===== config.mk =====
export PLATFORM = sky130hd
export DESIGN_NAME = gpr_file
export DESIGN_NICKNAME = d
export VERILOG_FILES = /design/src/rtl/gpr_pkg.sv /design/src/rtl/gpr_locate.sv /design/src/rtl/gpr_merge.sv /design/src/rtl/gpr_extract.sv /design/src/rtl/gpr_file.sv
export SDC_FILE = /design/constraint.sdc
export NUM_CORES = 2
export LEC_CHECK = 0
export ABC_AREA = 1
export BUFFER_PORTS_ARGS = -buffer_cell sky130_fd_sc_hd__buf_2
export CAP_MARGIN = 0
export CORE_ASPECT_RATIO = 0.5
export CORE_UTILIZATION = 39
export DETAILED_ROUTE_END_ITERATION = 8
export HOLD_SLACK_MARGIN = 0.05
export PLACE_DENSITY = 0.51
export SKIP_LAST_GASP = 1
export SYNTH_ARGS = -nofsm -noshare
export SYNTH_HDL_FRONTEND = slang
export SYNTH_SLANG_ARGS = --single-unit

===== constraint.sdc =====
create_clock -name clk -period 9.5 [get_ports clk]
set_input_delay 1.9 -clock clk [delete_from_list [all_inputs] [get_ports clk]]
set_output_delay 1.9 -clock clk [all_outputs]
set_load 0.03 [all_outputs]

===== src/rtl/gpr_pkg.sv =====
package gpr_pkg;
  typedef enum logic [1:0] {
    OPW_8  = 2'd0,
    OPW_16 = 2'd1,
    OPW_32 = 2'd2,
    OPW_64 = 2'd3
  } opw_e;
endpackage


===== src/rtl/gpr_locate.sv =====
// Maps a register number, width and prefix flag to a physical index and a
// flag that says the slice is bits 15:8 rather than the low end.
module gpr_locate
  import gpr_pkg::*;
#(
  parameter int NUM_W = 4
) (
  input  logic [NUM_W-1:0] num,
  input  opw_e             width,
  input  logic             rex,
  output logic [NUM_W-1:0] idx,
  output logic             hi
);
  always_comb begin
    idx = num;
    hi  = 1'b0;
    if (!rex) begin
      idx[NUM_W-1] = 1'b0;
      if (width == OPW_8 && num[2]) begin
        hi       = 1'b1;
        idx      = '0;
        idx[1:0] = num[1:0];
      end
    end
  end
endmodule


===== src/rtl/gpr_merge.sv =====
// Builds the next register value for a partial or full write.
module gpr_merge
  import gpr_pkg::*;
#(
  parameter int XLEN = 64
) (
  input  logic [XLEN-1:0] old_val,
  input  logic [XLEN-1:0] din,
  input  opw_e            width,
  input  logic            hi,
  output logic [XLEN-1:0] nxt
);
  always_comb begin
    unique case (width)
      OPW_8:   nxt = hi ? {old_val[XLEN-1:16], din[7:0], old_val[7:0]}
                        : {old_val[XLEN-1:8], din[7:0]};
      OPW_16:  nxt = {old_val[XLEN-1:16], din[15:0]};
      OPW_32:  nxt = {{(XLEN-32){1'b0}}, din[31:0]};
      default: nxt = din;
    endcase
  end
endmodule


===== src/rtl/gpr_extract.sv =====
// Picks the addressed slice out of a register and zero-extends it.
module gpr_extract
  import gpr_pkg::*;
#(
  parameter int XLEN = 64
) (
  input  logic [XLEN-1:0] val,
  input  opw_e            width,
  input  logic            hi,
  output logic [XLEN-1:0] dout
);
  always_comb begin
    unique case (width)
      OPW_8:   dout = {{(XLEN-8){1'b0}}, (hi ? val[15:8] : val[7:0])};
      OPW_16:  dout = {{(XLEN-16){1'b0}}, val[15:0]};
      OPW_32:  dout = {{(XLEN-32){1'b0}}, val[31:0]};
      default: dout = val;
    endcase
  end
endmodule


===== src/rtl/gpr_file.sv =====
module gpr_file
  import gpr_pkg::*;
#(
  parameter int NREGS = 16,
  parameter int XLEN  = 64
) (
  input  logic                     clk,
  input  logic                     rst,
  input  logic [$clog2(NREGS)-1:0] rd_num,
  input  logic [1:0]               rd_width,
  input  logic                     rd_rex,
  output logic [XLEN-1:0]          rd_data,
  input  logic                     wr_en,
  input  logic [$clog2(NREGS)-1:0] wr_num,
  input  logic [1:0]               wr_width,
  input  logic                     wr_rex,
  input  logic [XLEN-1:0]          wr_data
);
  localparam int NUM_W = $clog2(NREGS);

  logic [XLEN-1:0]  regs [NREGS];
  logic [NUM_W-1:0] r_idx, w_idx;
  logic             r_hi, w_hi;
  logic [XLEN-1:0]  w_old, w_next;
  opw_e             r_w, w_w;

  assign r_w = opw_e'(rd_width);
  assign w_w = opw_e'(wr_width);

  gpr_locate #(.NUM_W(NUM_W)) u_rloc (
    .num(rd_num), .width(r_w), .rex(rd_rex), .idx(r_idx), .hi(r_hi)
  );
  gpr_locate #(.NUM_W(NUM_W)) u_wloc (
    .num(wr_num), .width(w_w), .rex(wr_rex), .idx(w_idx), .hi(w_hi)
  );

  assign w_old = regs[w_idx];

  gpr_merge #(.XLEN(XLEN)) u_merge (
    .old_val(w_old), .din(wr_data), .width(w_w), .hi(w_hi), .nxt(w_next)
  );

  gpr_extract #(.XLEN(XLEN)) u_extract (
    .val(regs[r_idx]), .width(r_w), .hi(r_hi), .dout(rd_data)
  );

  for (genvar i = 0; i < NREGS; i++) begin : g_reg
    always_ff @(posedge clk) begin
      if (rst)
        regs[i] <= '0;
      else if (wr_en && w_idx == NUM_W'(i))
        regs[i] <= w_next;
    end


    others_stable_chk: assert property (@(posedge clk) disable iff (rst)
      !(wr_en && w_idx == NUM_W'(i)) |=> $stable(regs[i]));
  end


  dword_clear_chk: assert property (@(posedge clk) disable iff (rst)
    (wr_en && w_w == OPW_32) |=> (regs[$past(w_idx)][XLEN-1:32] == '0));


  word_keep_chk: assert property (@(posedge clk) disable iff (rst)
    (wr_en && w_w == OPW_16) |=>
      (regs[$past(w_idx)][XLEN-1:16] == $past(w_old[XLEN-1:16])));


  hibyte_keep_chk: assert property (@(posedge clk) disable iff (rst)
    (wr_en && w_w == OPW_8 && w_hi) |=>
      ((regs[$past(w_idx)][7:0] == $past(w_old[7:0])) &&
       (regs[$past(w_idx)][XLEN-1:16] == $past(w_old[XLEN-1:16]))));


  rex_lowbyte_chk: assert property (@(posedge clk) disable iff (rst)
    (wr_en && w_w == OPW_8 && wr_rex) |=>
      (regs[$past(wr_num)][7:0] == $past(wr_data[7:0])));
endmodule


# Word-level counts from Yosys, hierarchy flattened
# Memories as Yosys holds them, arrays and structs flattened.
# Cells that the tools add are included.
[op_classes]
n_bitwise = 16
n_reduce_logical = 21
eq_ne = 19
n_mux = 78
[ops]
columns = ["operator", "n"]
rows = [
  ["$mux W64", 16],
  ["$pmux W64 S3", 2],
  ["$mux W1", 54],
  ["$eq A4 B4 Y1 const B", 8],
  ["$logic_and A1 B1 Y1", 18],
  ["$eq A4 B3 Y1 const B", 4],
  ["$mux W16", 1],
  ["$or A1 B1 Y1", 16],
  ["$eq A4 B2 Y1 const B", 2],
  ["$mux W4", 2],
  ["$mux W8", 1],
  ["$mux W3", 2],
  ["$eq A2 B1 Y1 const B", 2],
  ["$eq A2 B2 Y1 const B", 2],
  ["$eq A4 B1 Y1 const B", 1],
  ["$logic_not A2 Y1", 2],
  ["$logic_not A4 Y1", 1],
]
[word_totals]
mem_bits_rw = 1024
wordCells = 135
reg_bits = 0
inputBits = 81
memories = 1
output_inout_bits = 64
[memory_table]
columns = ["memory", "depth", "width", "read_ports", "rd_ports_with_merged_regs", "write_ports", "line_no", "text"]
rows = [
  ["regs", 16, 64, 2, 0, 16, "gpr_file.sv:21", "logic [XLEN-1:0] regs [NREGS];"],
]

# Depth between registers and ports, before layout
[depth]
word_depth = 10
ltp_mapped = 14
ltp_nobuf = 10

# By module
# Synthesis repeated with hierarchy kept, for this count alone.
[unflattened]
hier_cells = 8916
hier_area_um2 = 62049.5
[modules_own_cells]
columns = ["module", "seq_area_each_um2", "n_inst", "cells_per_inst", "area_per_inst_um2"]
rows = [
  ["gpr_file", 30749.5, 1, 8504, 60184.0],
  ["gpr_merge", 0.0, 1, 246, 1128.6],
  ["gpr_extract", 0.0, 1, 146, 639.4],
  ["gpr_locate", 0.0, 2, 10, 48.8],
]

# Worst setup path after synthesis
# No wires, ideal clock.
[synth_timing]
path_type = "input -> register"
startpoint = "input port wr_num[0]"
endpoint = "memory regs[6][0], enable pin"
setup_ns = 0.574
required_ns = 8.926
arrival_time_ns = 7.200
path_slack_ns = 1.726
path_stages = 8
cell_sequence = "buf_4 -> inv_4 -> nand2_2 -> buf_4 -> buf_6 -> nor2_4 -> inv_1 -> o21ai_0"
[synth_lines]
columns = ["element", "line_no", "text"]
rows = [
  ["start, declared", "gpr_file.sv:14", "input logic [$clog2(NREGS)-1:0] wr_num,"],
  ["end, declared", "gpr_file.sv:21", ""],
]

# Final worst setup path
[layout_timing]
startpoint = "input port rd_width[1]"
endpoint = "output port rd_data[12]"
[layout_between]
elab_chain_len = 6
[layout_rtl]
columns = ["element", "line_no", "text"]
rows = [
  ["start, declared", "gpr_file.sv:10", "input logic [1:0] rd_width,"],
  ["$logic_not A2 Y1", "gpr_locate.sv:19, gpr_extract.sv:13", ""],
  ["$logic_and A1 B1 Y1", "gpr_locate.sv:19", "if (width == OPW_8 && num[2]) begin"],
  ["$mux W3", "gpr_locate.sv:19", ""],
  ["$mux W4", "gpr_locate.sv:17", "if (!rex) begin"],
  ["$mem_v2 Z16 W64", "--", ""],
  ["$pmux W64 S3 (*)", "gpr_extract.sv:13", "unique case (width)"],
  ["end, declared", "gpr_file.sv:12", "output logic [XLEN-1:0] rd_data,"],
]
# Mark *: on every way between the ends. The rest lies on a longest branch, timed or not.

==> results by stage <==
Outcome:
- The run finished with clean final reports.

Routing:
- The final routed wirelength across all metal layers is 223000 um.
- The detail route stage leaves a number of antenna-violating nets equal to 0.
- The per-cell via count in the routed design is slightly above 6.
- Detailed routing inserted a total of around 47000 vias.
- The first-pass iteration count of the detailed router is 7.
- For this run, design rule violations remaining after detail routing come to 0.
- The average wire per cell in the routed design is 28.6 um.
- For this block, the initial DRC count from the detailed router was ~6900.

Setup path:
- The kind of critical path is in2out.
- Among the stages of the critical path, the cell type that occurs most often is sky130_fd_sc_hd__buf_2.
- The cell depth of the worst flop-to-flop path is 8.
- The critical path's slowest cell is sky130_fd_sc_hd__o21ai_4.
- Along the worst path, the maximum fanout reaches just over 60.
- The required time of the worst setup path is 7600 ps.
- On the worst path, the slowest cell contributes a delay of approximately 760 ps.
- Data arrives at the worst endpoint at 5130 ps.
- Walking the worst path, the cells encountered are buf_2, nor2_2, buf_4, inv_1, o21ai_4, buf_12, nand3_1, o211ai_1, nand2_1, nor2_1, buf_2.
- The type of origin of the critical path is an input pin.
- The worst setup path is captured at an output port.

Placed design:
- The congestion estimate from routability-driven global placement came to about 0.84.
- OpenSTA, run right after detailed placement, puts the worst setup slack at between 2000 and 3000 ps.
- The HPWL after detailed placement is around 110000 um.
- The count of buffers from port buffering is 144.

Finish:
- The flip-flop count of the largest register, all copies and words added is between 1000 and 1500.
- The layout filler cell count is 13400.
- In the final layout, the share of cells above drive strength 1 is approximately 9.9%.
- The register containing the most flip-flops in the final layout is regs.
- Cells fill between 40% and 50% of the core in the end.
- The area growth from synthesis to layout is 8.90%.
- In the final layout, the registers with the most flip-flops are regs: 1024 flops.
- The total number of nets in the final design is a little under 6000.

CTS:
- After clock tree synthesis, the clock-pin slew on the worst setup and hold paths is approximately 60 ps.
- At the later pin of the worst-skew pair, clock insertion delay measures ~740 ps.
- For this design, the CTS-stage hold fixing added 0 buffers.
- The clock root buffer master is sky130_fd_sc_hd__clkbuf_16.
- The maximum buffer depth of the clock tree is 3.
- The number of levels the H-tree was split into is 3.
- The clock drives slightly above 1000 sinks.
- Once the clock tree was built, the resizer swapped 0 gates to a different size.
- Buffers inserted during clock tree synthesis total just over 100.
- TritonCTS built the clock tree.
- Once the clock tree was built, the setup fixing pass inserted 0 buffers.

Die:
- The I/O pin total is 145.
- The area of the die is around 140000 um^2.
- Row generation in the floorplan step produced 96 rows.
- The vertical extent of the die is roughly 270 um.
- For this configuration, the core starts out at a cell density of between 30 and 40%.
- Measured along the x axis, the die boundary spans 528 um.
- In this run the standard cell core region covers 137000 um^2.

Logic synthesis:
- The multiplexer share of the synthesized area is 0%.
- The synthesized design contains 1024 enable-type register cells.
- Of the total synthesized cell area, the portion taken by XOR and XNOR cells is 0%.
- The number of cells produced by synthesis is between 6000 and 7000.
- The proportion of synthesized flip-flops having asynchronous set or reset is 0%.
- The synthesized netlist devotes 20.3% of its cell area to simple gates.
- The share of the synthesized area in the top cell type is ~57%.
- The most instantiated flip-flop cell in the synthesis netlist is sky130_fd_sc_hd__edfxtp_1.
- By count the netlist is led by sky130_fd_sc_hd__nor2_1 (1062), sky130_fd_sc_hd__edfxtp_1 (1024), sky130_fd_sc_hd__nand2_1 (957), sky130_fd_sc_hd__o21ai_0 (660), sky130_fd_sc_hd__a21oi_1 (405).
- The synthesized netlist devotes 0% of its cell area to adder and majority cells.
- The synthesized design contains approximately 1000 register bits.
- The leading area contributor after synthesis is sky130_fd_sc_hd__edfxtp_1.
- Yosys attributes the largest share of cell area to sky130_fd_sc_hd__edfxtp_1 (57%), sky130_fd_sc_hd__nor2_1 (7.4%), sky130_fd_sc_hd__nand2_1 (6.6%).
- The synthesized netlist devotes between 10% and 20% of its cell area to compound gates.
- After synthesis the cells add up to around 54000 um^2.
- The part of the Yosys area used for sequential elements is between 50% and 60%.
- The synthesized netlist contains 34 unique library cells.
- Yosys printed 0 warnings.
- The dominant combinational cell family by area after synthesis is simple AND/OR/NAND/NOR gates.
- The synthesized area per cell is 8.98 um^2.
- The leading cell type by number of instances after synthesis is sky130_fd_sc_hd__nor2_1.
- When the netlist entered floorplanning its net count stood at 6097.

STA:
- For the pin with the worst max-slew slack, the measured transition is between 1000 and 1500 ps.
- Between clock sinks in the finished design, the worst skew comes to about 22 ps.
- For this run, the top clock speed supported by timing is about 140 MHz.
- The relative slew slack is between 10% and 20%.
- The worst path in the final design needs a cycle of between 7000 and 8000 ps, including I/O delays and setup.
- The number of hold-slack violations in the final timing report is 0.
- Summed over all failing endpoints, the final setup total negative slack is 0 ps.
- Setup violations remaining at the end of the flow were counted as 0.
- The total count of max-transition violations in the final report is 0.
- The part of the cycle the worst path needs is approximately 74%.
- Setup repair after global routing left no endpoint under its margin.
- Once routing completed, OpenROAD measured the worst setup slack at around 2500 ps.

Global routing:
- The maximum number of pins on one net before global-route repair is roughly 170.
- The first global-routing pass estimated 316000 um of wire.
- The initial antenna violation count is 5.
- The via count of the first global-routing pass is between 40000 and 50000.
- For this run the aggregate overflow at the end of global routing stands at 0.
- For this run, the total global-route usage over all layers was measured as a little under a third.

Power:
- The worst vdd rail ir drop is between 0.0001 and 0.00015 V.
- Summed over all cells, the static leakage comes to ~21 nW.
- In this run the power density over the cells is 182 nW/um^2.

Hold path:
- The number of cells on the worst hold path is 4.
- The worst hold path belongs to the class reg2reg.

Flow run:
- Max-cap violations in this run came to 0.
-- cell usage in the layout (no fill, tap or decap), types with 91 or more instances in the layout --
master / Yosys / routed
sky130_fd_sc_hd__a21oi_1: 405 / 405
sky130_fd_sc_hd__buf_2: 142 / 142
sky130_fd_sc_hd__buf_4: 29 / 91
sky130_fd_sc_hd__clkbuf_16: 0 / 104
sky130_fd_sc_hd__edfxtp_1: 1024 / 1024
sky130_fd_sc_hd__inv_1: 346 / 344
sky130_fd_sc_hd__nand2_1: 957 / 948
sky130_fd_sc_hd__nand3_1: 382 / 374
sky130_fd_sc_hd__nor2_1: 1062 / 1061
sky130_fd_sc_hd__nor2_2: 101 / 97
sky130_fd_sc_hd__o211ai_1: 159 / 159
sky130_fd_sc_hd__o21ai_0: 660 / 651
sky130_fd_sc_hd__o22ai_1: 210 / 210
-- power breakdown --
part | switching (mW) | internal [mW]
clock | 1.85 | 2.13
combinational | 1.13 | 0.327
sequential | 0.0813 | 5.17
-- cells by family after synthesis --
kind of cell | Yosys count
compound gates | 1520
buf+inv | 882
simple gates | 2590
flops | 1024
-- layout make-up --
cell class | count | area, um^2 | share of cell area, %
Antenna cell | 1 | 2.50 | 0.00425
Clock buffer | 129 | 2700 | 4.58
Clock inverter | 44 | 354 | 0.602
Inverter | 360 | 1380 | 2.34
Multi-Input combinational cell | 4110 | 19700 | 33.5
Sequential cell | 1024 | 30700 | 52.3
Tap cell | 1862 | 2330 | 3.96
Timing Repair Buffer | 244 | 1600 | 2.73
-- metrics by stage --
| stage | hold slack (ps) | std cells | power (mW) | area, um^2 |
|---|---|---|---|---|
| after floorplan | 752 | 6016 | 6.27 | 54000 |
| after global placement | 915 | 7600 | 6.76 | 55800 |
| after detailed placement | 946 | 7600 | 6.77 | 55800 |
| after CTS | 988 | 7773 | 10.7 | 58800 |
| after global routing | 1040 | 7773 | 11.0 | 58800 |
| final | 1020 | 7774 | 10.7 | 58800 |
-- critical path, delay by kind of cell --
family | cells | cell delay, ps
simple gates | 4 | 890
buf+inv | 5 | 1230
compound gates | 2 | 890
-- layer usage --
metal	GRT usage, %	part of all wire [%]
met5	0	0.0040
met4	11.1	3.7
met3	5.33	11
met2	47.4	44
met1	44.5	41
-- worst paths after layout --
kind | from | end | slack, ps
min reg2reg | regs[3][7] | regs[5][7] | 1020
min | regs[3][7] | regs[5][7] | 1020
max reg2reg | regs[8][63] | regs[13][63] | 7620
max | rd_width[1] | rd_data[12] | 2470
Note: power is estimated with default switching activity, not from simulation.
